`src/rtl/addnorm_pkg.sv`:
```
package addnorm_pkg;
  typedef enum logic [1:0] {
    RM_NEAREST = 2'd0,
    RM_TOZERO  = 2'd1,
    RM_UP      = 2'd2,
    RM_DOWN    = 2'd3
  } rmode_e;

  typedef enum logic {
    ST_IDLE = 1'b0,
    ST_NORM = 1'b1
  } nstate_e;
endpackage

```
`src/rtl/addnorm_align.sv`:
```
module addnorm_align #(
  parameter int AW  = 53,
  parameter int PW  = 56,
  parameter int EW  = 13,
  parameter int SHW = 6
) (
  input  logic signed [EW-1:0] a_exp,
  input  logic        [AW-1:0] a_mant,
  input  logic signed [EW-1:0] p_exp,
  input  logic        [PW-1:0] p_mant,
  output logic signed [EW-1:0] big_exp,
  output logic        [PW-1:0] a_al,
  output logic        [PW-1:0] p_al,
  output logic        [SHW-1:0] gap_sat
);
  localparam int GRS = PW - AW;
  localparam int SAT = (1 << SHW) - 1;
  localparam int MW  = PW + (1 << SHW);

  // right shift that folds every dropped bit into bit 0
  function automatic logic [PW-1:0] shr_sticky(input logic [PW-1:0] v, input logic [SHW-1:0] s);
    logic [MW-1:0] mask;
    logic [PW-1:0] o;
    mask = (MW'(1) << s) - MW'(1);
    o    = v >> s;
    o[0] = o[0] | (|(v & mask[PW-1:0]));
    return o;
  endfunction

  logic signed [EW:0] diff;
  logic        [EW:0] mag;
  logic               a_bigger;
  logic        [PW-1:0] a_ext;

  always_comb begin
    a_ext    = {a_mant, {GRS{1'b0}}};
    diff     = {p_exp[EW-1], p_exp} - {a_exp[EW-1], a_exp};
    a_bigger = diff[EW];
    mag      = a_bigger ? -diff : diff;
    gap_sat  = (mag > (EW+1)'(SAT)) ? SHW'(SAT) : mag[SHW-1:0];
    big_exp  = a_bigger ? a_exp : p_exp;
    a_al     = a_bigger ? a_ext  : shr_sticky(a_ext, gap_sat);
    p_al     = a_bigger ? shr_sticky(p_mant, gap_sat) : p_mant;
  end
endmodule

```
`src/rtl/addnorm_addsub.sv`:
```
module addnorm_addsub #(
  parameter int PW = 56,
  parameter int EW = 13
) (
  input  logic                 a_sign,
  input  logic                 p_sign,
  input  logic        [PW-1:0] a_al,
  input  logic        [PW-1:0] p_al,
  input  logic signed [EW-1:0] exp_in,
  output logic        [PW-1:0] sum_mant,
  output logic signed [EW-1:0] sum_exp,
  output logic                 sum_sign,
  output logic                 sum_zero,
  output logic                 carry_out
);
  function automatic logic [PW-1:0] fold_carry(input logic [PW:0] s);
    logic [PW-1:0] o;
    o    = s[PW:1];
    o[0] = o[0] | s[0];
    return o;
  endfunction

  logic [PW:0] wide;
  logic        eff_sub;

  always_comb begin
    eff_sub   = a_sign ^ p_sign;
    wide      = '0;
    carry_out = 1'b0;
    sum_exp   = exp_in;
    sum_sign  = a_sign;
    if (!eff_sub) begin
      wide      = {1'b0, a_al} + {1'b0, p_al};
      carry_out = wide[PW];
      sum_mant  = carry_out ? fold_carry(wide) : wide[PW-1:0];
      if (carry_out) sum_exp = exp_in + EW'(1);
    end else if (a_al >= p_al) begin
      sum_mant = a_al - p_al;
    end else begin
      sum_mant = p_al - a_al;
      sum_sign = p_sign;
    end
    sum_zero = (sum_mant == '0);
  end
endmodule

```
`src/rtl/addnorm_shifter.sv`:
```
module addnorm_shifter
  import addnorm_pkg::*;
#(
  parameter int PW = 56,
  parameter int EW = 13
) (
  input  logic                 clk,
  input  logic                 rst_n,
  input  logic                 load,
  input  logic                 ld_sign,
  input  logic signed [EW-1:0] ld_exp,
  input  logic        [PW-1:0] ld_mant,
  input  logic                 ld_zero,
  input  logic        [1:0]    rmode,
  output logic                 busy,
  output logic                 done,
  output logic                 sign_q,
  output logic signed [EW-1:0] exp_q,
  output logic        [PW-1:0] mant_q,
  output logic                 zero_q
);
  nstate_e state;
  logic    settled;

  assign busy    = (state == ST_NORM);
  assign settled = zero_q | mant_q[PW-1];

  always_ff @(posedge clk or negedge rst_n) begin
    if (!rst_n) begin
      state  <= ST_IDLE;
      done   <= 1'b0;
      sign_q <= 1'b0;
      exp_q  <= '0;
      mant_q <= '0;
      zero_q <= 1'b0;
    end else begin
      done <= 1'b0;
      if (state == ST_IDLE) begin
        if (load) begin
          state  <= ST_NORM;
          zero_q <= ld_zero;
          mant_q <= ld_mant;
          if (ld_zero) begin
            sign_q <= (rmode_e'(rmode) == RM_DOWN);
            exp_q  <= '0;
          end else begin
            sign_q <= ld_sign;
            exp_q  <= ld_exp;
          end
        end
      end else if (settled) begin
        state <= ST_IDLE;
        done  <= 1'b1;
      end else begin
        mant_q <= mant_q << 1;
        exp_q  <= exp_q - EW'(1);
      end
    end
  end

  // every normalising step moves the mantissa up one place and the exponent down one
  a_r7_shift_step: assert property (@(posedge clk) disable iff (!rst_n)
    (busy && !settled) |=> (mant_q == ($past(mant_q) << 1)) && (exp_q == $past(exp_q) - EW'(1)));

  // results are only announced once normalised or zero
  a_r7_done_normal: assert property (@(posedge clk) disable iff (!rst_n)
    done |-> (mant_q[PW-1] || zero_q));

  // done never lasts two cycles
  a_r8_done_pulse: assert property (@(posedge clk) disable iff (!rst_n)
    done |=> !done);

  // a zero result carries a cleared mantissa and exponent
  a_r6_zero_fields: assert property (@(posedge clk) disable iff (!rst_n)
    (done && zero_q) |-> (mant_q == '0) && (exp_q == '0));
endmodule

```
`src/rtl/addnorm_top.sv`:
```
module addnorm_top #(
  parameter int AW  = 53,
  parameter int EW  = 13,
  parameter int SHW = 6
) (
  input  logic                 clk,
  input  logic                 rst_n,
  input  logic                 start,
  input  logic                 add_sign,
  input  logic signed [EW-1:0] add_exp,
  input  logic [AW-1:0]        add_mant,
  input  logic                 prd_sign,
  input  logic signed [EW-1:0] prd_exp,
  input  logic [AW+2:0]        prd_mant,
  input  logic [1:0]           rmode,
  output logic                 busy,
  output logic                 done,
  output logic                 res_sign,
  output logic signed [EW-1:0] res_exp,
  output logic [AW+2:0]        res_mant,
  output logic                 res_zero
);
  localparam int PW = AW + 3;

  logic signed [EW-1:0] big_exp, sum_exp;
  logic [PW-1:0]        a_al, p_al, sum_mant;
  logic [SHW-1:0]       gap_sat;
  logic                 sum_sign, sum_zero, carry_out, load;

  assign load = start & ~busy;

  addnorm_align #(.AW(AW), .PW(PW), .EW(EW), .SHW(SHW)) u_align (
    .a_exp(add_exp), .a_mant(add_mant), .p_exp(prd_exp), .p_mant(prd_mant),
    .big_exp(big_exp), .a_al(a_al), .p_al(p_al), .gap_sat(gap_sat)
  );

  addnorm_addsub #(.PW(PW), .EW(EW)) u_addsub (
    .a_sign(add_sign), .p_sign(prd_sign), .a_al(a_al), .p_al(p_al),
    .exp_in(big_exp), .sum_mant(sum_mant), .sum_exp(sum_exp),
    .sum_sign(sum_sign), .sum_zero(sum_zero), .carry_out(carry_out)
  );

  addnorm_shifter #(.PW(PW), .EW(EW)) u_shift (
    .clk(clk), .rst_n(rst_n), .load(load), .ld_sign(sum_sign),
    .ld_exp(sum_exp), .ld_mant(sum_mant), .ld_zero(sum_zero), .rmode(rmode),
    .busy(busy), .done(done), .sign_q(res_sign), .exp_q(res_exp),
    .mant_q(res_mant), .zero_q(res_zero)
  );

  // a carrying sum is already normalised on the first working cycle
  a_r4_carry_norm: assert property (@(posedge clk) disable iff (!rst_n)
    (load && carry_out) |=> res_mant[PW-1] && busy);

  // a start during a running shift does not restart the operation
  a_r9_no_reload: assert property (@(posedge clk) disable iff (!rst_n)
    (start && busy && !res_zero && !res_mant[PW-1]) |=> (res_exp == $past(res_exp) - EW'(1)));

  // the applied gap never exceeds the saturation limit when exponents are far apart
  a_r3_gap_sat: assert property (@(posedge clk) disable iff (!rst_n)
    (load && ((add_exp - prd_exp > 63) || (prd_exp - add_exp > 63))) |-> (gap_sat == SHW'((1 << SHW) - 1)));
endmodule

```
`config.mk`:
```
export PLATFORM = sky130hd
export DESIGN_NAME = addnorm_top
export DESIGN_NICKNAME = d
export VERILOG_FILES = /design/src/rtl/addnorm_pkg.sv /design/src/rtl/addnorm_align.sv /design/src/rtl/addnorm_addsub.sv /design/src/rtl/addnorm_shifter.sv /design/src/rtl/addnorm_top.sv
export SDC_FILE = /design/constraint.sdc
export NUM_CORES = 1
export LEC_CHECK = 0
export ABC_AREA = 1
export BUFFER_PORTS_ARGS = -buffer_cell sky130_fd_sc_hd__buf_2
export CORE_AREA = 2 2 340 342
export CTS_CLUSTER_DIAMETER = 120
export DETAILED_ROUTE_END_ITERATION = 16
export DIE_AREA = 0 0 342 344
export MAX_ROUTING_LAYER = met4
export SYNTH_ARGS = -nofsm -noshare
export SYNTH_HDL_FRONTEND = slang
export SYNTH_SLANG_ARGS = --single-unit
```
`constraint.sdc`:
```
create_clock -name clk -period 1.8 [get_ports clk]
set_input_delay 0.09 -clock clk [delete_from_list [all_inputs] [get_ports clk]]
set_output_delay 0.09 -clock clk [all_outputs]
set_load 0.1 [all_outputs]
```
## Word level (Yosys, flattened, before mapping)

Cells that the tools add are included.

| cells by class | value |
|---|---|
| add/subtract/negate cells | 8 |
| $lt $le $gt $ge | 2 |
| equal/unequal tests | 2 |
| shift-type cells | 3 |
| muxes and demuxes | 25 |
| bitwise logic cells | 9 |
| reduce and logical (&&, ||, !) cells | 6 |

Operator list:

| cell | count |
|---|---|
| $mux W56 | 8 |
| $and A56 B56 Y56 | 2 |
| $reduce_or A56 Y1 | 2 |
| $shr A56 B6 Y56 | 2 |
| $sub A56 B56 Y56 | 2 |
| $mux W13 | 7 |
| $add A56 B56 Y57 | 1 |
| $ge A56 B56 Y1 | 1 |
| $logic_not A56 Y1 | 1 |
| $shl A1 B6 Y56 const A | 1 |
| $sub A56 B2 Y56 const B | 1 |
| $gt A14 B6 Y1 const B | 1 |
| $mux W14 | 1 |
| $neg A14 Y14 | 1 |
| $sub A13 B13 Y14 | 1 |
| $add A13 B2 Y13 const B | 1 |
| $sub A13 B2 Y13 const B | 1 |
| $mux W1 | 8 |
| $mux W6 | 1 |
| $or A1 B1 Y1 | 4 |
| $reduce_and A2 Y1 | 2 |
| $eq A2 B2 Y1 const B | 1 |
| $ne A2 B2 Y1 const B | 1 |
| $reduce_bool A2 Y1 | 1 |
| 3 further kinds | 3 |

| storage, ports and cells | value |
|---|---|
| register bits | 73 |
| input bits | 142 |
| output and inout bits | 73 |
| logic and storage cells | 61 |

## Longest topological paths before layout

Gate-level depths: netlist of the first run.

| logic depth | value |
|---|---|
| depth after elaboration | 19 |
| gate-level depth with buffers | 67 |
| mapped depth without buffers | 66 |

## By module

From an unflattened synthesis of the first run, not the netlist that was laid out.

| unflattened totals | value |
|---|---|
| cell total of the unflattened synthesis | 6527 |
| area total of the unflattened synthesis | 32668.8 µm² |

By module, submodules not included:

| module | times used | cells each | area an instance (µm²) | sequential area each (µm²) |
|---|---|---|---|---|
| addnorm_addsub | 1 | 3499 | 16849.9 | 0.0 |
| addnorm_align | 1 | 2581 | 12293.0 | 0.0 |
| addnorm_shifter | 1 | 445 | 3515.9 | 1826.8 |
| addnorm_top | 1 | 2 | 10.0 | 0.0 |

## Least setup slack after synthesis of the first run

Ideal clock, no wire load.

| timing | value |
|---|---|
| kind | input to register |
| from | input prd_exp[0] |
| to | register u_shift.exp_q[6] |
| library setup time | 0.124 ns |
| arrival time | 7.203 ns |
| data required time | 1.676 ns |
| slack | -5.526 ns |
| stages on the path | 58 |
| buffers on the path | 2 |
| cell sequence | inv_1 ha_1 fa_1 ha_1 inv_1 nor2_1 nand3_1 nor2_1 nand2_1 nor2_1 inv_1 nand2_1 nand2_2 nor2_8 nand4_4 nor2_2 nand3_2 inv_2 [... 22 more ...] o21ai_0 a21oi_1 inv_1 a21oi_1 o21bai_1 a21oi_1 o21bai_1 xor2_1 o21ai_0 o21a_1 nand2_1 nor2_1 nand3_1 nor2_1 nand2_1 buf_2 nand3_1 a21oi_1 |

| between the ends | value |
|---|---|
| longest elaborated chain between the ends | 19 |
| elaborated cells on any way between the ends | 33 |
| those cells by class | add/sub (7); order compare (2); shift (3); mux (13); bitwise (5); reduce/logical (3) |

RTL lines:

| item | line | source |
|---|---|---|
| start: declaration | addnorm_top.sv:13 | `input logic signed [EW-1:0] prd_exp,` |
| $sub A13 B13 Y14 | addnorm_align.sv:37 | `diff = {p_exp[EW-1], p_exp} - {a_exp[EW-1], a_exp};` |
| $neg A14 Y14 | addnorm_align.sv:39 | `mag = a_bigger ? -diff : diff;` |
| $mux W14 | addnorm_align.sv:39 |  |
| $gt A14 B6 Y1 | addnorm_align.sv:40 | `gap_sat = (mag > (EW+1)'(SAT)) ? SHW'(SAT) : mag[SHW-1:0];` |
| $mux W6 | addnorm_align.sv:40 |  |
| $shl A1 B6 Y56 | addnorm_align.sv:24 | `mask = (MW'(1) << s) - MW'(1);` |
| $sub A56 B2 Y56 | addnorm_align.sv:24 |  |
| $and A56 B56 Y56 | addnorm_align.sv:26 | `o[0] = o[0] \| (\|(v & mask[PW-1:0]));` |
| [... 3 more ...] | -- |  |
| $add A56 B56 Y57 | addnorm_addsub.sv:33 | `wide = {1'b0, a_al} + {1'b0, p_al};` |
| $or A1 B1 Y1 | addnorm_addsub.sv:19 | `o[0] = o[0] \| s[0];` |
| $mux W56 | addnorm_addsub.sv:35 | `sum_mant = carry_out ? fold_carry(wide) : wide[PW-1:0];` |
| $mux W56 | addnorm_addsub.sv:32 | `if (!eff_sub) begin` |
| $logic_not A56 Y1 | addnorm_addsub.sv:43 | `sum_zero = (sum_mant == '0);` |
| $mux W13 (*) | addnorm_shifter.sv:43 | `if (ld_zero) begin` |
| $mux W13 (*) | addnorm_shifter.sv:39 | `if (load) begin` |
| $mux W13 (*) | addnorm_shifter.sv:38 | `if (state == ST_IDLE) begin` |
| end signal: assignment | addnorm_shifter.sv:48 | `exp_q <= ld_exp;` |
| end signal: assignment | addnorm_shifter.sv:56 | `exp_q <= exp_q - EW'(1);` |
| end: declaration | addnorm_shifter.sv:18 | `output logic signed [EW-1:0] exp_q,` |

Every way passes the cells marked *; elsewhere a longest branch is shown, timed or not. The select of a mux whose other input is x is not followed.
A chain may end at the register's enable or synchronous reset.

## Final worst setup path of the first run

| timing | value |
|---|---|
| from | input prd_exp[0] |
| to | register u_shift.exp_q[3] |

The elaborated chain is that of the path after synthesis.

==> results.toml, run 1 <==
[clocking]
worstSkewPairLatency_ns = 0.35
clk_pin_slew_ns = 0.06
cts_tree = "yes"
clkSinkCount = 73
numCtsBuffers = 9
ctsHtreeMaxLevel = 3
clock-root-buffer = "clkbuf_16"
cts_buffer_depth = 2

[sta]
final-max-slew-violation-count = 0
setup_ws_ns = -6.219
clock_skew_ns = 0.007285
fin_tns_setup_ns = -397.32
worst_pin_slew_ns = 0.7405
setup_viol = 71
slew_headroom = 0.5064
layout_min_cycle_time_ns = 8.019
post-route-period-util = 4.455
finalHoldViolations = 0
max_freq_mhz = 124.7
rsz0062_at_grt = "yes"

[power_and_ir_drop]
ir_drop_mv = 1.126
power_density_nw_per_um2 = 939.8
cellLeakagePower_nw = 26.26

[detailed_routing]
drt-pass1-iter-count = 6
wl_um = 200700
drtIter0Drc = 4427
drc_errors = 0
ant_nets = 0
vias = 45970
vias_per_cell = 5.120
wire_per_inst_um = 22.35

[synthesis]
synthArstFlopShare = 1.000
ys_warn_count = 0
synth_area_leaders = "nand2_1 16%, o21ai_0 12%, inv_1 12%"
ys_seq_elements = 73
synthCells = 5433
synthTopCellsByCount = "1213 x nand2_1, 882 x inv_1, 695 x o21ai_0"
yosysSeqAreaShare = 0.06447
syn_avg_cell_area_um2 = 5.215
syn_area_um2 = 28330
yosysMostFrequentCell = "nand2_1"
synth_top_area_cell = "nand2_1"
netlist.area_leader.share = 0.1607
synth_flop_cell = "dfrtp_1"
synth-edff-count = 0
syn_nets = 5763
synthDistinctLibCells = 70

[cells_and_area]
nets = 7791
drive_above_1_share = 0.3953
fin_area_um2 = 49940
syn_to_final_growth_pct = 76.25

[status]
violations = "setup timing"
status = "finished with violations"

[floorplan]
row_count = 124
io_pins = 215
initial_core_util = 0.2488
die_h_um = 344
die_width_um = 342
dieArea_um2 = 117600
coreArea_um2 = 113900

[place]
dpl.hpwl_um = 172500
pre_cts_slack_ns = -7.721
placed_cell_area_um2 = 46090
place_congestion = 1.118
port_buffers = 214

[critical_path]
worst-r2r-setup-slack_ns = -0.15
path_class = "in2reg"
end_kind = "flop"
cp.buffers_inverters = 16
crit_family = "simple AND/OR/NAND/NOR gates"
critPathSlowestCell = "fa_2"
cp_data_required_time_ns = 2.03
arrival_ns = 8.24
critical_path.max_fanout = 7
start_kind = "input pin"
cpPeakStageDelay_ns = 0.57

[grt]
grt_max_degree = 68
grt_overflow_total = 0
track_usage = 0.3371
grt_pass1_vias = 44610
antenna_found_initial = 1
grt_pass1_wl_um = 286100

[job]
max_cap_viol_count = 0

[worst_hold_path]
worstHoldPathType = "in2reg"
-- flip-flops by register name, indices dropped and copies added (netlist names) --
name	flops
u_shift.done	1
u_shift.exp_q	13
u_shift.busy	1
u_shift.zero_q	1
u_shift.mant_q	56
u_shift.sign_q	1
-- routing by layer --
layer  GRT usage  wire length (um)  vias to the layer above
met5           -                 0                        -
met4      0.2023             15390                        0
met3     0.02017             11920                      546
met2      0.5421             89170                     2044
met1      0.4160             84220                    21450
li1            -                 -                    21930
-- layout by cell type (no fill, tap or decap), drive strengths merged, types with 7 or more instances in the layout --
| master | count |
|---|---|
| o22ai | 73 |
| o21a | 36 |
| a221oi | 7 |
| inv | 896 |
| xnor2 | 9 |
| o221ai | 32 |
| nand4 | 86 |
| a21oi | 420 |
| o2111ai | 17 |
| a21o | 23 |
| clkbuf | 12 |
| a22oi | 9 |
| a211oi | 7 |
| nand2 | 1225 |
| nand3 | 354 |
| xor2 | 67 |
| nand3b | 15 |
| o21bai | 16 |
| or2 | 29 |
| nor2 | 628 |
| o211ai | 45 |
| a31oi | 51 |
| o21ai | 730 |
| buf | 2274 |
| ha | 184 |
| a21boi | 9 |
| dfrtp | 73 |
| nor4 | 9 |
| mux2i | 20 |
| nor3 | 50 |
-- layout make-up --
type                    instances  area, um^2
multi-input cells            4200       24890
well taps                    1512        1892
clock buffers                  11       242.7
flip-flops and latches         73        1833
fillers                     12490       63940
repair buffers               2278       17600
inverters                     899        3415
clock inverters                 5       62.56
diodes                          1       2.502
-- report_power, final --
group | internal [mW] | leakage, nW | switching (mW)
clock | 1.12 | 0.143 | 0.736
combinational | 16.0 | 25.2 | 26.0
sequential | 2.50 | 0.875 | 0.556
-- metrics by stage --
step / hold WS (ns) / cells / power (mW) / util
finish: 0.2004 / 8979 / 46.93 / 0.4385
global route: 0.2802 / 8979 / 49.53 / 0.4385
CTS: 0.1973 / 8954 / 45.14 / 0.4261
detailed placement: 0.08910 / 8876 / 41.39 / 0.4047
global placement: 0.08844 / 8876 / 41.17 / 0.4047
floorplan: -0.2056 / 5433 / 22.88 / -
-- cell families after synthesis --
family | Yosys count | share of synthesized area
buffers and inverters | 1160 | 0.1614
DFF | 73 | 0.06447
muxes | 22 | 0.007860
adders and majority gates | 188 | 0.08408
AOI/OAI and AO/OA | 1508 | 0.2969
and+or+nand+nor | 2406 | 0.3618
xor gates and xnor gates | 76 | 0.02349
-- repair_timing --
action                                 CTS  global route
buffers inserted                        57            27
pin swaps                               78            91
hold buffers                             1             0
setup endpoints to repair               71            71
endpoints found under the hold margin   36             0
gates cloned                             7             1
gates resized for setup                449           340
-- worst register-to-register path: cells and delay by family (launching register included) --
family / cells / cell delay [ns]
and+or+nand+nor: 6 / 1.00
DFF: 1 / 0.40
AOI/OAI and AO/OA: 3 / 0.33
buffers and inverters: 1 / 0.14
-- final timing paths --
path | from | to | depth (start not counted)
hold / removal | rmode[1] | u_shift.sign_q | 6
hold reg to reg | u_shift.sign_q | u_shift.sign_q | 2
setup / recovery | prd_exp[0] | u_shift.exp_q[3] | 64
min in group asynchronous | rst_n | u_shift.mant_q[3] | 2
setup reg to reg | u_shift.exp_q[1] | u_shift.exp_q[11] | 10
max in group asynchronous | rst_n | u_shift.mant_q[37] | 3
(Power assumes the default switching activity.)
==> run 2: changes to the inputs <==
--- a/config.mk
+++ b/config.mk
@@ -7,11 +7,13 @@
 export LEC_CHECK = 0
 export ABC_AREA = 1
 export BUFFER_PORTS_ARGS = -buffer_cell sky130_fd_sc_hd__buf_2
-export CORE_AREA = 2 2 340 342
+export CORE_AREA = 2 2 225 227
 export CTS_CLUSTER_DIAMETER = 120
 export DETAILED_ROUTE_END_ITERATION = 16
-export DIE_AREA = 0 0 342 344
+export DIE_AREA = 0 0 227 229
+export HOLD_SLACK_MARGIN = 0.08
 export MAX_ROUTING_LAYER = met4
+export PLACE_DENSITY = 0.79
 export SYNTH_ARGS = -nofsm -noshare
 export SYNTH_HDL_FRONTEND = slang
 export SYNTH_SLANG_ARGS = --single-unit
==> run 2 against run 1 <==
  * The run now fails in global routing (5_1_grt)
  * Area after synthesis unchanged
  * Synthesized cell count did not move
==> results.toml, run 2 <==
[synthesis]
ys_warn_count = 0
synthTopCellsByCount = "1213 x nand2_1, 882 x inv_1, 695 x o21ai_0"
ys_seq_elements = 73
synth_compound_area_frac = 0.2969
netlist.area_leader.share = 0.1607
muxShareOfSynthArea = 0.007860
synthCells = 5433
synth_top_area_cell = "nand2_1"
yosysSeqAreaShare = 0.06447
synthArstFlopShare = 1.000
synth_top_family_by_area = "simple AND/OR/NAND/NOR gates"
synthSimpleGateAreaFrac = 0.3618
synthDistinctLibCells = 70
synthAdderAreaFrac = 0.08408
synth-edff-count = 0
yosysMostFrequentCell = "nand2_1"
synth_xor_area_frac = 0.02349
syn_avg_cell_area_um2 = 5.215
syn_nets = 5763
synth_flop_cell = "dfrtp_1"
synth_area_leaders = "nand2_1 16%, o21ai_0 12%, inv_1 12%"
syn_area_um2 = 28330

[floorplan]
initial_core_util = 0.5706
die_width_um = 227
io_pins = 215
die_h_um = 229
row_count = 82

[clocking]
cts_buffer_depth = 2
clock-root-buffer = "clkbuf_16"
clkSinkCount = 73
numCtsBuffers = 9
ctsHtreeMaxLevel = 3

[place]
port_buffers = 214
dpl.hpwl_um = 143200
place_congestion = 1.405

[status]
run.stop_error = "[ERROR GRT-0116] Global routing finished with congestion. Check the congestion regions in the DRC Viewer."
status = "did not finish"
stop_stage = "global routing (5_1_grt)"

[grt]
grt_pass1_wl_um = 399700
grt_overflow_total = 4343
track_usage = 1.017
grt_max_degree = 109
grt_pass1_vias = 65440
==> run 2: cell counts after synthesis <==
Identical to the previous run, type by type.
==> run 2: cells by family after synthesis <==
| logic type | Yosys count |
|---|---|
| and+or+nand+nor | 2406 |
| AOI/OAI and AO/OA | 1508 |
| buffers and inverters | 1160 |
| adders and majority gates | 188 |
| xor gates and xnor gates | 76 |
| DFF | 73 |
| muxes | 22 |
==> run 2: routing by layer <==
layer	GRT overflow	global-route usage
met5	-	-
met4	744	1.080
met3	111	0.7988
met2	3340	1.289
met1	148	0.9043
==> run 2: metrics by stage <==
step	TNS (ns)	instance area, um^2	cells	setup WS (ns)	hold slack (ns)
after detailed placement	-469.65	42500	7722	-7.254	0.08017
after CTS	-372.26	45660	7825	-5.810	0.1972
after floorplan	-313.34	29010	5433	-4.993	-0.2056
after global placement	-424.09	42500	7722	-6.548	0.07890
==> run 2: repair_timing <==
| item | 4_1_cts |
|---|---|
| gates cloned | 7 |
| setup endpoints to repair | 71 |
| buffers inserted | 80 |
| endpoints found under the hold margin | 20 |
| hold buffers | 1 |
| gates resized for setup | 574 |
| pin swaps | 155 |
